==> src/rtl/ea_pkg.sv <==
package ea_pkg;
  localparam int ADDR_W = 24;
  localparam int REG_W  = 32;
  localparam int DISP_W = 12;
  localparam int SEL_W  = 4;
  localparam int IMM_W  = 8;
  localparam int INSN_W = 40;

  typedef enum logic [1:0] {
    FMT_RX = 2'd0,
    FMT_RS = 2'd1,
    FMT_SI = 2'd2,
    FMT_SS = 2'd3
  } ea_fmt_e;

  typedef struct packed {
    logic [SEL_W-1:0]  b1;
    logic [SEL_W-1:0]  xr;
    logic [SEL_W-1:0]  b2;
    logic [DISP_W-1:0] d1;
    logic [DISP_W-1:0] d2;
    logic [IMM_W-1:0]  imm;
  } ea_fields_t;
endpackage

==> src/rtl/ea_field_split.sv <==
module ea_field_split
  import ea_pkg::*;
(
  input  logic [INSN_W-1:0] insn,
  input  ea_fmt_e           fmt,
  output ea_fields_t        fld,
  output logic [SEL_W-1:0]  sel_a,
  output logic [SEL_W-1:0]  sel_b
);
  localparam int IMM_LSB = INSN_W - IMM_W;
  localparam int XR_LSB  = IMM_LSB;
  localparam int B1_LSB  = IMM_LSB - SEL_W;
  localparam int D1_LSB  = B1_LSB - DISP_W;
  localparam int B2_LSB  = D1_LSB - SEL_W;
  localparam int D2_LSB  = B2_LSB - DISP_W;

  always_comb begin
    fld.imm = insn[IMM_LSB +: IMM_W];
    fld.xr  = insn[XR_LSB  +: SEL_W];
    fld.b1  = insn[B1_LSB  +: SEL_W];
    fld.d1  = insn[D1_LSB  +: DISP_W];
    fld.b2  = insn[B2_LSB  +: SEL_W];
    fld.d2  = insn[D2_LSB  +: DISP_W];
  end

  assign sel_a = fld.b1;

  always_comb begin
    unique case (fmt)
      FMT_RX:  sel_b = fld.xr;
      FMT_SS:  sel_b = fld.b2;
      default: sel_b = '0;
    endcase
  end
endmodule

==> src/rtl/ea_addr_calc.sv <==
module ea_addr_calc #(
  parameter int ADDR_W = 24,
  parameter int REG_W  = 32,
  parameter int DISP_W = 12,
  parameter int SEL_W  = 4
) (
  input  logic [SEL_W-1:0]  base_sel,
  input  logic [REG_W-1:0]  base_data,
  input  logic [SEL_W-1:0]  idx_sel,
  input  logic [REG_W-1:0]  idx_data,
  input  logic              idx_en,
  input  logic [DISP_W-1:0] disp,
  output logic [ADDR_W-1:0] sum
);
  localparam int HI_W = REG_W - ADDR_W;

  function automatic logic [ADDR_W-1:0] reg_term(
    input logic [SEL_W-1:0] sel, input logic [REG_W-1:0] data);
    return (sel == '0) ? '0 : data[ADDR_W-1:0];
  endfunction

  function automatic logic [ADDR_W-1:0] add3(
    input logic [ADDR_W-1:0] a, input logic [ADDR_W-1:0] b,
    input logic [DISP_W-1:0] d);
    return a + b + ADDR_W'(d);
  endfunction

  logic [ADDR_W-1:0] base_t, idx_t;
  logic [2*HI_W-1:0] unused_hi;

  assign base_t    = reg_term(base_sel, base_data);
  assign idx_t     = idx_en ? reg_term(idx_sel, idx_data) : '0;
  assign sum       = add3(base_t, idx_t, disp);
  assign unused_hi = {base_data[REG_W-1:ADDR_W], idx_data[REG_W-1:ADDR_W]};
endmodule

==> src/rtl/ea_out_seq.sv <==
module ea_out_seq #(
  parameter int ADDR_W = 24,
  parameter int IMM_W  = 8
) (
  input  logic              clk,
  input  logic              rst_n,
  input  logic              req_valid,
  input  logic              is_si,
  input  logic              is_ss,
  input  logic [ADDR_W-1:0] sum_first,
  input  logic [ADDR_W-1:0] sum_second,
  input  logic [IMM_W-1:0]  imm_in,
  output logic              accept,
  output logic              busy,
  output logic              ea_valid,
  output logic [ADDR_W-1:0] ea_addr,
  output logic              ea_second,
  output logic [IMM_W-1:0]  ea_imm
);
  logic              pend_q;
  logic [ADDR_W-1:0] addr2_q;

  assign accept = req_valid & ~pend_q;
  assign busy   = pend_q;

  always_ff @(posedge clk) begin
    if (!rst_n) begin
      pend_q    <= 1'b0;
      addr2_q   <= '0;
      ea_valid  <= 1'b0;
      ea_addr   <= '0;
      ea_second <= 1'b0;
      ea_imm    <= '0;
    end else if (pend_q) begin
      pend_q    <= 1'b0;
      ea_valid  <= 1'b1;
      ea_addr   <= addr2_q;
      ea_second <= 1'b1;
      ea_imm    <= '0;
    end else if (accept) begin
      pend_q    <= is_ss;
      addr2_q   <= sum_second;
      ea_valid  <= 1'b1;
      ea_addr   <= sum_first;
      ea_second <= 1'b0;
      ea_imm    <= is_si ? imm_in : '0;
    end else begin
      ea_valid  <= 1'b0;
      ea_second <= 1'b0;
      ea_imm    <= '0;
    end
  end
endmodule

==> src/rtl/ea_gen.sv <==
module ea_gen
  import ea_pkg::*;
(
  input  logic              clk,
  input  logic              rst_n,
  input  logic              req_valid,
  input  logic [1:0]        req_fmt,
  input  logic [INSN_W-1:0] req_insn,
  output logic [SEL_W-1:0]  rda_sel,
  input  logic [REG_W-1:0]  rda_data,
  output logic [SEL_W-1:0]  rdb_sel,
  input  logic [REG_W-1:0]  rdb_data,
  output logic              busy,
  output logic              ea_valid,
  output logic [ADDR_W-1:0] ea_addr,
  output logic              ea_second,
  output logic [IMM_W-1:0]  ea_imm
);
  localparam int LANES = 2;

  ea_fmt_e           fmt;
  ea_fields_t        fld;
  logic [ADDR_W-1:0] lane_sum [LANES];
  logic              accept_w;
  logic              fmt_is_rx, fmt_is_si, fmt_is_ss;

  assign fmt       = ea_fmt_e'(req_fmt);
  assign fmt_is_rx = (fmt == FMT_RX);
  assign fmt_is_si = (fmt == FMT_SI);
  assign fmt_is_ss = (fmt == FMT_SS);

  ea_field_split i_split (
    .insn  (req_insn),
    .fmt   (fmt),
    .fld   (fld),
    .sel_a (rda_sel),
    .sel_b (rdb_sel)
  );

  for (genvar ln = 0; ln < LANES; ln++) begin : g_lane
    ea_addr_calc #(
      .ADDR_W (ADDR_W), .REG_W (REG_W), .DISP_W (DISP_W), .SEL_W (SEL_W)
    ) i_calc (
      .base_sel  (ln == 0 ? rda_sel  : rdb_sel),
      .base_data (ln == 0 ? rda_data : rdb_data),
      .idx_sel   (ln == 0 ? rdb_sel  : rda_sel),
      .idx_data  (ln == 0 ? rdb_data : rda_data),
      .idx_en    (ln == 0 ? fmt_is_rx : 1'b0),
      .disp      (ln == 0 ? fld.d1   : fld.d2),
      .sum       (lane_sum[ln])
    );
  end

  ea_out_seq #(.ADDR_W (ADDR_W), .IMM_W (IMM_W)) i_seq (
    .clk        (clk),
    .rst_n      (rst_n),
    .req_valid  (req_valid),
    .is_si      (fmt_is_si),
    .is_ss      (fmt_is_ss),
    .sum_first  (lane_sum[0]),
    .sum_second (lane_sum[1]),
    .imm_in     (fld.imm),
    .accept     (accept_w),
    .busy       (busy),
    .ea_valid   (ea_valid),
    .ea_addr    (ea_addr),
    .ea_second  (ea_second),
    .ea_imm     (ea_imm)
  );
endmodule

==> config.mk <==
export PLATFORM = sky130hd
export DESIGN_NAME = ea_gen
export DESIGN_NICKNAME = d
export VERILOG_FILES = /design/src/rtl/ea_pkg.sv /design/src/rtl/ea_field_split.sv /design/src/rtl/ea_addr_calc.sv /design/src/rtl/ea_out_seq.sv /design/src/rtl/ea_gen.sv
export SDC_FILE = /design/constraint.sdc
export NUM_CORES = 1
export LEC_CHECK = 0
export ABC_AREA = 1
export BUFFER_PORTS_ARGS = -buffer_cell sky130_fd_sc_hd__buf_2
export CAP_MARGIN = 15
export CORE_AREA = 2 2 103 105
export CTS_CLUSTER_DIAMETER = 40
export DETAILED_ROUTE_END_ITERATION = 10
export DIE_AREA = 0 0 105 107
export PLACE_DENSITY = 0.85
export SYNTH_ARGS = -nofsm -noshare
export SYNTH_HDL_FRONTEND = slang
export SYNTH_SLANG_ARGS = --single-unit
==> constraint.sdc <==
create_clock -name clk -period 4.53 [get_ports clk]
set_clock_uncertainty 0.1 [all_clocks]
set_input_delay 0 -clock clk [delete_from_list [all_inputs] [get_ports clk]]
set_output_delay 0 -clock clk [all_outputs]
set_load 0.02 [all_outputs]
# == After elaboration in Yosys (flattened, before gate mapping) ==
# Index checks and enable logic that the tools add are counted.
# word_totals
ff_bits,59
inputBits,109
out_inout_bits,43
wordCells,32
# classes
bitwise,5
mux,9
reduce_logical,7
n_addsub,3
eq_ne,2
# ops
op,count
2-to-1 mux 24 bit,5
adder 24 x 12 -> 24 bit,2
adder 24 bit,1
zero test 4 bit,2
one-hot mux 4 bit (2 select lines),1
"equality test 2 bit, second input constant",2
inverter 1 bit,4
OR reduction 4 bit,1
2-to-1 mux 1 bit,3
OR reduction 3 bit,1
zero test 2 bit,1
AND reduction 2 bit,1
nonzero test 2 bit,1
AND 1 bit,1

# == Depth between registers and ports, before layout ==
# Gate-level depths: netlist (run 1).
# logic_depth
word_depth,9
depth_mapped,26
depth_no_buf,25

# == By module ==
# A second synthesis (run 1) with hierarchy kept.
# hier_totals
hier_cells,1299
area_unflattened_um2,7758.7
# by_module_without_submodules
mod,n_inst,area_per_inst_um2,seq_area_each_um2,cells_each
ea_out_seq,1,2478.6,1181.1,319
ea_addr_calc at g_lane[1].i_calc,1,2413.6,0.0,456
ea_addr_calc at g_lane[0].i_calc,1,2398.6,0.0,454
ea_field_split,1,442.9,0.0,64
ea_gen,1,25.0,0.0,6

# == Worst setup path after synthesis (run 1) ==
# No wires, ideal clock.
# synth_path
path_kind,input to register
start,in req_fmt[0]
end,reg i_seq.ea_addr[17]
n_path_buf,1
required_ns,4.311
setup_ns,0.119
stages,21
setup_slack_ns,1.257
arrival_time_ns,3.054
path_cell_list,inv_1 > ha_1 > nand2_1 > nand2_1 > nand2_1 > nand2_2 > nor2_4 > buf_6 > nor3_1 > fa_1 > ha_1 > inv_1 > fa_1 > o21ai_2 > a21boi_2 > o21ai_0 > nand3_1 > nand2_1 > a21oi_1 > o21ai_0 > nand2_1
# synth_between
elab_chain_cells,9
word_cells_on_any_way,10
cone_classes,add/sub (2); eq/ne (1); mux (5); reduce/logical (2)
# synth_rtl
element,line_no,text
"start, declared",ea_gen.sv:7,"input logic [1:0] req_fmt,"
equality test 2 bit or zero test 2 bit (tied branches),"ea_field_split.sv:29, ea_gen.sv:28",
one-hot mux 4 bit (2 select lines),ea_field_split.sv:29,unique case (fmt)
zero test 4 bit,ea_addr_calc.sv:19,return (sel == '0) ? '0 : data[ADDR_W-1:0];
2-to-1 mux 24 bit,ea_addr_calc.sv:19,
2-to-1 mux 24 bit *,ea_addr_calc.sv:32,"assign idx_t = idx_en ? reg_term(idx_sel, idx_data) : '0;"
adder 24 bit *,ea_addr_calc.sv:25,return a + b + ADDR_W'(d);
adder 24 x 12 -> 24 bit *,ea_addr_calc.sv:25,
2-to-1 mux 24 bit *,ea_out_seq.sv:40,end else if (accept) begin
2-to-1 mux 24 bit *,ea_out_seq.sv:34,end else if (pend_q) begin
"end signal, assigned",ea_out_seq.sv:37,ea_addr <= addr2_q;
"end signal, assigned",ea_out_seq.sv:44,ea_addr <= sum_first;
"end, declared",ea_out_seq.sv:16,"output logic [ADDR_W-1:0] ea_addr,"
# Mark *: on every way between the ends. The rest lies on a longest branch, timed or not. The select of a mux whose other input is x is not followed.
# A chain may end at the register's enable or synchronous reset.

# == Worst setup path after layout (run 1) ==
# layout_path
start,in req_insn[35]
end,reg i_seq.ea_addr[17]
# layout_between
elab_chain_cells,8
# layout_rtl
element,line_no,text
"start, declared",ea_gen.sv:8,"input logic [INSN_W-1:0] req_insn,"
one-hot mux 4 bit (2 select lines),ea_field_split.sv:29,
zero test 4 bit,ea_addr_calc.sv:19,
2-to-1 mux 24 bit,ea_addr_calc.sv:19,
2-to-1 mux 24 bit,ea_addr_calc.sv:32,
adder 24 bit,ea_addr_calc.sv:25,
adder 24 x 12 -> 24 bit,ea_addr_calc.sv:25,
2-to-1 mux 24 bit,ea_out_seq.sv:40,
2-to-1 mux 24 bit,ea_out_seq.sv:34,
# Every way passes these cells. The select of a mux whose other input is x is not followed.

==> impl_metrics.json, run 1 <==
{
  "status": "completed",
  "nets": 1120,
  "die_area_um2": 11240,
  "p_leak_nw": 3.579,
  "drc": 0,
  "vdd_drop_max_mv": 0.2470,
  "antenna_found_initial": 0,
  "grt_pass1_vias": 5236,
  "postCtsSetupBuffers": 0,
  "grt_util_all_layers": 0.2739,
  "gp_congestion": 0.9519,
  "viasPerCell": 5.261,
  "cts_num_sinks": 59,
  "cts_htree_levels": 3,
  "synth_top_area_frac": 0.2222,
  "syn_area_per_cell_um2": 6.562,
  "final_common_cell": "nand2_1",
  "fp.dieH_um": 107,
  "syn_inst": 810,
  "fin_crit_ns": 3.729,
  "grt_max_degree": 38,
  "tightestPinTransition_ns": 0.9851,
  "power_mw": 1.842,
  "cap_violations": 0,
  "syn_to_final_growth_pct": 20.97,
  "yosys.area.top_type": "dfxtp_1",
  "rows": 37,
  "worstSetupPathType": "input pin to flop",
  "worstSkewPairLatency_ns": 0.34,
  "numCtsBuffers": 9,
  "cts_tree": "done",
  "slew_headroom": 0.3409,
  "fin_util": 0.6371,
  "coreArea_um2": 10090,
  "setup_tns_ns": 0,
  "ys_ff_latch": 59,
  "wl_um": 15380,
  "cp_max_fo": 14,
  "initial_utilization": 0.5267,
  "power_density_nw_per_um2": 286.5,
  "num_vias": 5735,
  "dpl.hpwl_um": 11960,
  "initialDrtViolationCount": 342,
  "hold_path.class": "input pin to flop",
  "first_pass_iters": 5,
  "cp.required_ns": 4.65,
  "layout-drive-gt1-share": 0.2013,
  "worst_setup_path_end_kind": "flop",
  "cp.arrival_ns": 3.85,
  "fillerInstances": 971,
  "rsz0062_at_grt": "no",
  "drv_slew": 0,
  "wl_per_cell_um": 14.11,
  "die_x_um": 105,
  "synth.area.top_cells": "dfxtp_1 (22%), ha_1 (11%), nand2_1 (11%)",
  "min_period_over_period": 0.8232,
  "multi_input_area_um2": 3501,
  "hold_viol": 0,
  "top_level_ports": 152,
  "yosys_warnings": 0,
  "setup_viol": 0,
  "portBuffers": 135,
  "final_cell_mix": "nand2_1 (153), buf_2 (135), inv_1 (131), nor2_1 (119), dfxtp_1 (59)",
  "cts_buffer_depth": 2,
  "startpoint_type": "input pin",
  "syn-num-nets": 981,
  "overflow": 0,
  "worst_slack_ns": 0.8007,
  "syn_area_um2": 5315,
  "ys_types": 40,
  "cts_root_buf": "clkbuf_8",
  "yosysSeqAreaShare": 0.2222,
  "pre_cts_ws_ns": 0.6906,
  "path_clk_slew_ns": 0.07,
  "n_antenna_cell": 0,
  "ant_nets": 0,
  "max_freq_mhz": 268.1,
  "grt_pass1_wl_um": 24760,
  "seq_area_um2": 1181
}
==> critical path, stage by stage <==
cell	delay [ns]
dlygate4sd3_1	0.53
buf_2	0.13
nand2_1	0.07
nand2_1	0.07
nand2_1	0.09
nand2_2	0.08
nor2_4	0.36
nor3_1	0.11
fa_1	0.52
ha_1	0.21
inv_1	0.07
fa_1	0.42
o21ai_2	0.26
a21boi_2	0.12
o21ai_0	0.30
nand3_1	0.12
nand2_1	0.11
a21oi_1	0.06
o21ai_0	0.13
nand2_1	0.07
==> metal layers <==
layer,vias to the layer above,share of wire,track usage
li1,2877,-,-
met1,2623,0.43,0.3645
met2,220,0.47,0.4643
met3,15,0.081,0.03343
met4,0,0.017,0.08476
met5,-,0,0
==> kinds of logic after synthesis <==
logic type,after synthesis,share of synthesized area
flops,59,0.2222
simple gates,367,0.2992
xor+xnor,22,0.03625
compound gates,139,0.1575
fa+ha+maj,62,0.1657
buf+inv,161,0.1191
==> cells in the mapped netlist (all sizes together) <==
| cell | n |
|---|---|
| o21a | 1 |
| nand2 | 163 |
| nand3 | 42 |
| a21o | 5 |
| xor2 | 10 |
| a21oi | 43 |
| a32oi | 10 |
| xnor2 | 12 |
| nand4 | 4 |
| a31oi | 5 |
| buf | 10 |
| nor3 | 19 |
| a22oi | 6 |
| o221ai | 6 |
| nand3b | 1 |
| dfxtp | 59 |
| clkinv | 1 |
| ha | 48 |
| inv | 135 |
| o21bai | 5 |
| a21boi | 3 |
| or2 | 3 |
| nor2 | 134 |
| clkbuf | 15 |
| fa | 14 |
| a211oi | 2 |
| o21ai | 51 |
| nor4 | 1 |
| o211ai | 2 |
==> report_power, final <==
part	switching (mW)	leakage, nW	internal (mW)
sequential	0.0277	0.486	0.570
combinational	0.457	2.98	0.253
clock	0.222	0.114	0.313
==> sequential cells by signal (all words and copies together) (netlist names) <==
register,flops
i_seq.ea_valid,1
i_seq.ea_imm,8
i_seq.addr2_q,24
i_seq.ea_second,1
i_seq.ea_addr,24
i_seq.busy,1
==> path summary, 6_finish.rpt <==
path,endpoint,start,cells after the start,slack (ns)
worst max-delay path,i_seq.ea_addr[17]$_SDFFE_PN0P_,req_insn[35],20,0.80
worst min-delay path,i_seq.addr2_q[14]$_SDFFE_PN0P_,rdb_data[14],4,0.03
worst max register to register,i_seq.ea_addr[15]$_SDFFE_PN0P_,i_seq.busy$_SDFF_PP0_,7,1.95
worst min register to register,i_seq.ea_addr[15]$_SDFFE_PN0P_,i_seq.addr2_q[15]$_SDFFE_PN0P_,2,0.37
==> timing repair <==
item,4_1_cts,5_1_grt
hold buffers,13,0
endpoints found under the hold margin,13,0
resized for setup,0,0
==> area by class of cell <==
| cell class | count | area share |
|---|---|---|
| Clock buffer | 9 | 0.01926 |
| Timing Repair Buffer | 153 | 0.1312 |
| Multi-Input combinational cell | 590 | 0.5445 |
| Tap cell | 136 | 0.02646 |
| Inverter | 136 | 0.07939 |
| Sequential cell | 59 | 0.1837 |
| Clock inverter | 7 | 0.01557 |
==> through the flow <==
| step | std cells | hold WS [ns] | cell area (um^2) |
|---|---|---|---|
| CTS | 1090 | 0.01176 | 6430 |
| global route | 1090 | 0.04369 | 6430 |
| floorplan | 810 | 0.01222 | 5315 |
| finish | 1090 | 0.02950 | 6430 |
| detailed placement | 1061 | 0.1203 | 6076 |
| global placement | 1061 | 0.1134 | 6076 |
Power figures use the tool's default switching activity.
==> run 2: changes to the inputs <==
--- a/config.mk
+++ b/config.mk
@@ -8,11 +8,11 @@
 export ABC_AREA = 1
 export BUFFER_PORTS_ARGS = -buffer_cell sky130_fd_sc_hd__buf_2
 export CAP_MARGIN = 15
-export CORE_AREA = 2 2 103 105
+export CORE_AREA = 2 2 109 111
 export CTS_CLUSTER_DIAMETER = 40
 export DETAILED_ROUTE_END_ITERATION = 10
-export DIE_AREA = 0 0 105 107
-export PLACE_DENSITY = 0.85
+export DIE_AREA = 0 0 111 113
+export PLACE_DENSITY = 0.8
 export SYNTH_ARGS = -nofsm -noshare
 export SYNTH_HDL_FRONTEND = slang
 export SYNTH_SLANG_ARGS = --single-unit
==> constraint.sdc (replaced) <==
create_clock -name clk -period 3.1 [get_ports clk]
set_clock_uncertainty 0.1 [all_clocks]
set_input_delay 0 -clock clk [delete_from_list [all_inputs] [get_ports clk]]
set_output_delay 0 -clock clk [all_outputs]
set_load 0.02 [all_outputs]
==> run 2 against run 1 <==
Compared with the run above:
- the run now ends with hold timing left
- worst hold slack lost 0.033 ns
- global-route usage fell by 1.5 points
- wire length up 14%
- clock power rose by 83%
- power up 78%
- non-clock buffer count rose by 87
- combinational power grew 100%
- sequential share of layout area decreased by 2.8 points
- via count is 8.4% higher
- critical path type unchanged
==> impl_metrics.json, run 2 (synthesized netlist as in run 1, its figures left out) <==
{
  "status": "finished, violations left",
  "violations": "hold timing",
  "drv_slew": 0,
  "initial_utilization": 0.4715,
  "hold_viol": 1,
  "final_cell_mix": "nand2_1 (144), buf_2 (133), inv_1 (124), nor2_1 (115), buf_4 (91)",
  "gp_congestion": 0.9807,
  "cpMaxStageDelayCell": "fa_2",
  "coreArea_um2": 11270,
  "worstSetupPathDepth": 22,
  "worstSkewPairLatency_ns": 0.32,
  "tightestPinTransition_ns": 0.5322,
  "wl_per_cell_um": 14.86,
  "num_vias": 6216,
  "max_freq_mhz": 329.9,
  "initialDrtViolationCount": 464,
  "hold_path.class": "input pin to flop",
  "grt_pass1_wl_um": 26570,
  "pre_cts_ws_ns": -0.3060,
  "grt_util_all_layers": 0.2592,
  "grt_max_degree": 37,
  "dpl.hpwl_um": 13310,
  "cap_violations": 0,
  "rows": 39,
  "p_leak_nw": 4.102,
  "cts_tree": "done",
  "cts_root_buf": "clkbuf_16",
  "hold_path_depth": 3,
  "slew_headroom": 0.6448,
  "setup_tns_ns": 0,
  "grt_pass1_vias": 5685,
  "hold_slack_ns": -0.003347,
  "min_period_over_period": 0.9777,
  "fin_crit_ns": 3.031,
  "path_clk_slew_ns": 0.05,
  "layout-drive-gt1-share": 0.3237,
  "cp_cell_sequence": "buf_4 > inv_2 > ha_4 > inv_2 > nand2_2 > nand2_2 > nor2_4 > buf_12 > nor3_1 > buf_4 > fa_2 > ha_4 > buf_4 > nand2_2 > nor2_4 > inv_2 > nor2_1 > nand3_1 > nand3_1 > or2_2 > nand3_1 > nand2_1",
  "rr_worst_depth": 7,
  "antenna_found_initial": 0,
  "final_common_cell": "nand2_1",
  "power_density_nw_per_um2": 432.6,
  "fp.dieH_um": 113,
  "cts_htree_levels": 3,
  "top_regs": "i_seq.addr2_q (24), i_seq.ea_addr (24), i_seq.ea_imm (8)",
  "overflow": 0,
  "setup_viol": 0,
  "worstSetupPathType": "input pin to flop",
  "die_x_um": 111,
  "r2r_setup_slack_ns": 1.22,
  "cp.arrival_ns": 3.14,
  "startpoint_type": "input pin",
  "drc": 0,
  "cp_max_fo": 6,
  "wl_um": 17600,
  "top_level_ports": 152,
  "viasPerCell": 5.250,
  "portBuffers": 135,
  "cp.required_ns": 3.21,
  "worst_setup_path_end_kind": "flop",
  "path_buf_inv": 7,
  "cpPeakStageDelay_ns": 0.58,
  "die_area_um2": 12540,
  "ant_nets": 0,
  "nets": 1207,
  "vdd_drop_max_mv": 0.4144,
  "first_pass_iters": 5,
  "syn_to_final_growth_pct": 42.40,
  "n_antenna_cell": 0,
  "fillerInstances": 952,
  "numCtsBuffers": 9,
  "cts_num_sinks": 59,
  "path_delay_family": "simple AND/OR/NAND/NOR gates",
  "rsz0062_at_grt": "yes",
  "worst_slack_ns": 0.06921,
  "cts_buffer_depth": 2
}
run 2: worst paths after layout:
kind / startpoint / end
max: req_fmt[0] / i_seq.ea_addr[18]$_SDFFE_PN0P_
min: rst_n / i_seq.ea_addr[14]$_SDFFE_PN0P_
max reg2reg: i_seq.busy$_SDFF_PP0_ / i_seq.ea_addr[15]$_SDFFE_PN0P_
min reg2reg: i_seq.addr2_q[19]$_SDFFE_PN0P_ / i_seq.ea_addr[19]$_SDFFE_PN0P_
run 2: through the flow:
stage	instances	util	instance area [um^2]	power [mW]
2_1_floorplan	810	-	5411	1.613
3_3_place_gp	1151	0.6064	6835	2.122
3_5_place_dp	1151	0.6064	6835	2.140
4_1_cts	1177	0.6415	7231	3.120
5_1_grt	1184	0.6714	7569	3.422
6_report	1184	0.6714	7569	3.274
run 2: routing by layer:
metal  vias up  wire, um  track usage
met2       287      8138       0.4278
met1      2827      7460       0.3554
met4         0       439      0.07333
met3        40      1557      0.03803
met5         -         0            0
li1       3062         -            -
run 2: cell type report:
| class | count | area (um^2) | share of cell area |
|---|---|---|---|
| inverters | 136 | 514.2 | 0.06795 |
| repair buffers | 240 | 1579 | 0.2086 |
| flip-flops and latches | 59 | 1181 | 0.1561 |
| clock inverters | 5 | 52.55 | 0.006943 |
| clock buffers | 11 | 242.7 | 0.03207 |
| well taps | 143 | 178.9 | 0.02364 |
| multi-input cells | 590 | 3820 | 0.5047 |
run 2: repair_timing:
action	CTS	global route
hold endpoints to repair	10	0
setup buffers	0	5
resized for setup	0	59
hold buffers	10	0
endpoints found under the setup margin	0	15
run 2: tightest hold or removal path: cells and delay by family:
| kind | cells | cell delay (ns) |
|---|---|---|
| buffers and inverters | 2 | 0.33 |
| AOI/OAI and AO/OA | 1 | 0.04 |
run 2: report_power, final:
| part | leakage (nW) | internal (mW) | switching [mW] |
|---|---|---|---|
| registers | 0.486 | 0.835 | 0.0434 |
| clock network | 0.145 | 0.639 | 0.338 |
| logic | 3.47 | 0.625 | 0.793 |
| total | 4.10 | 2.10 | 1.17 |
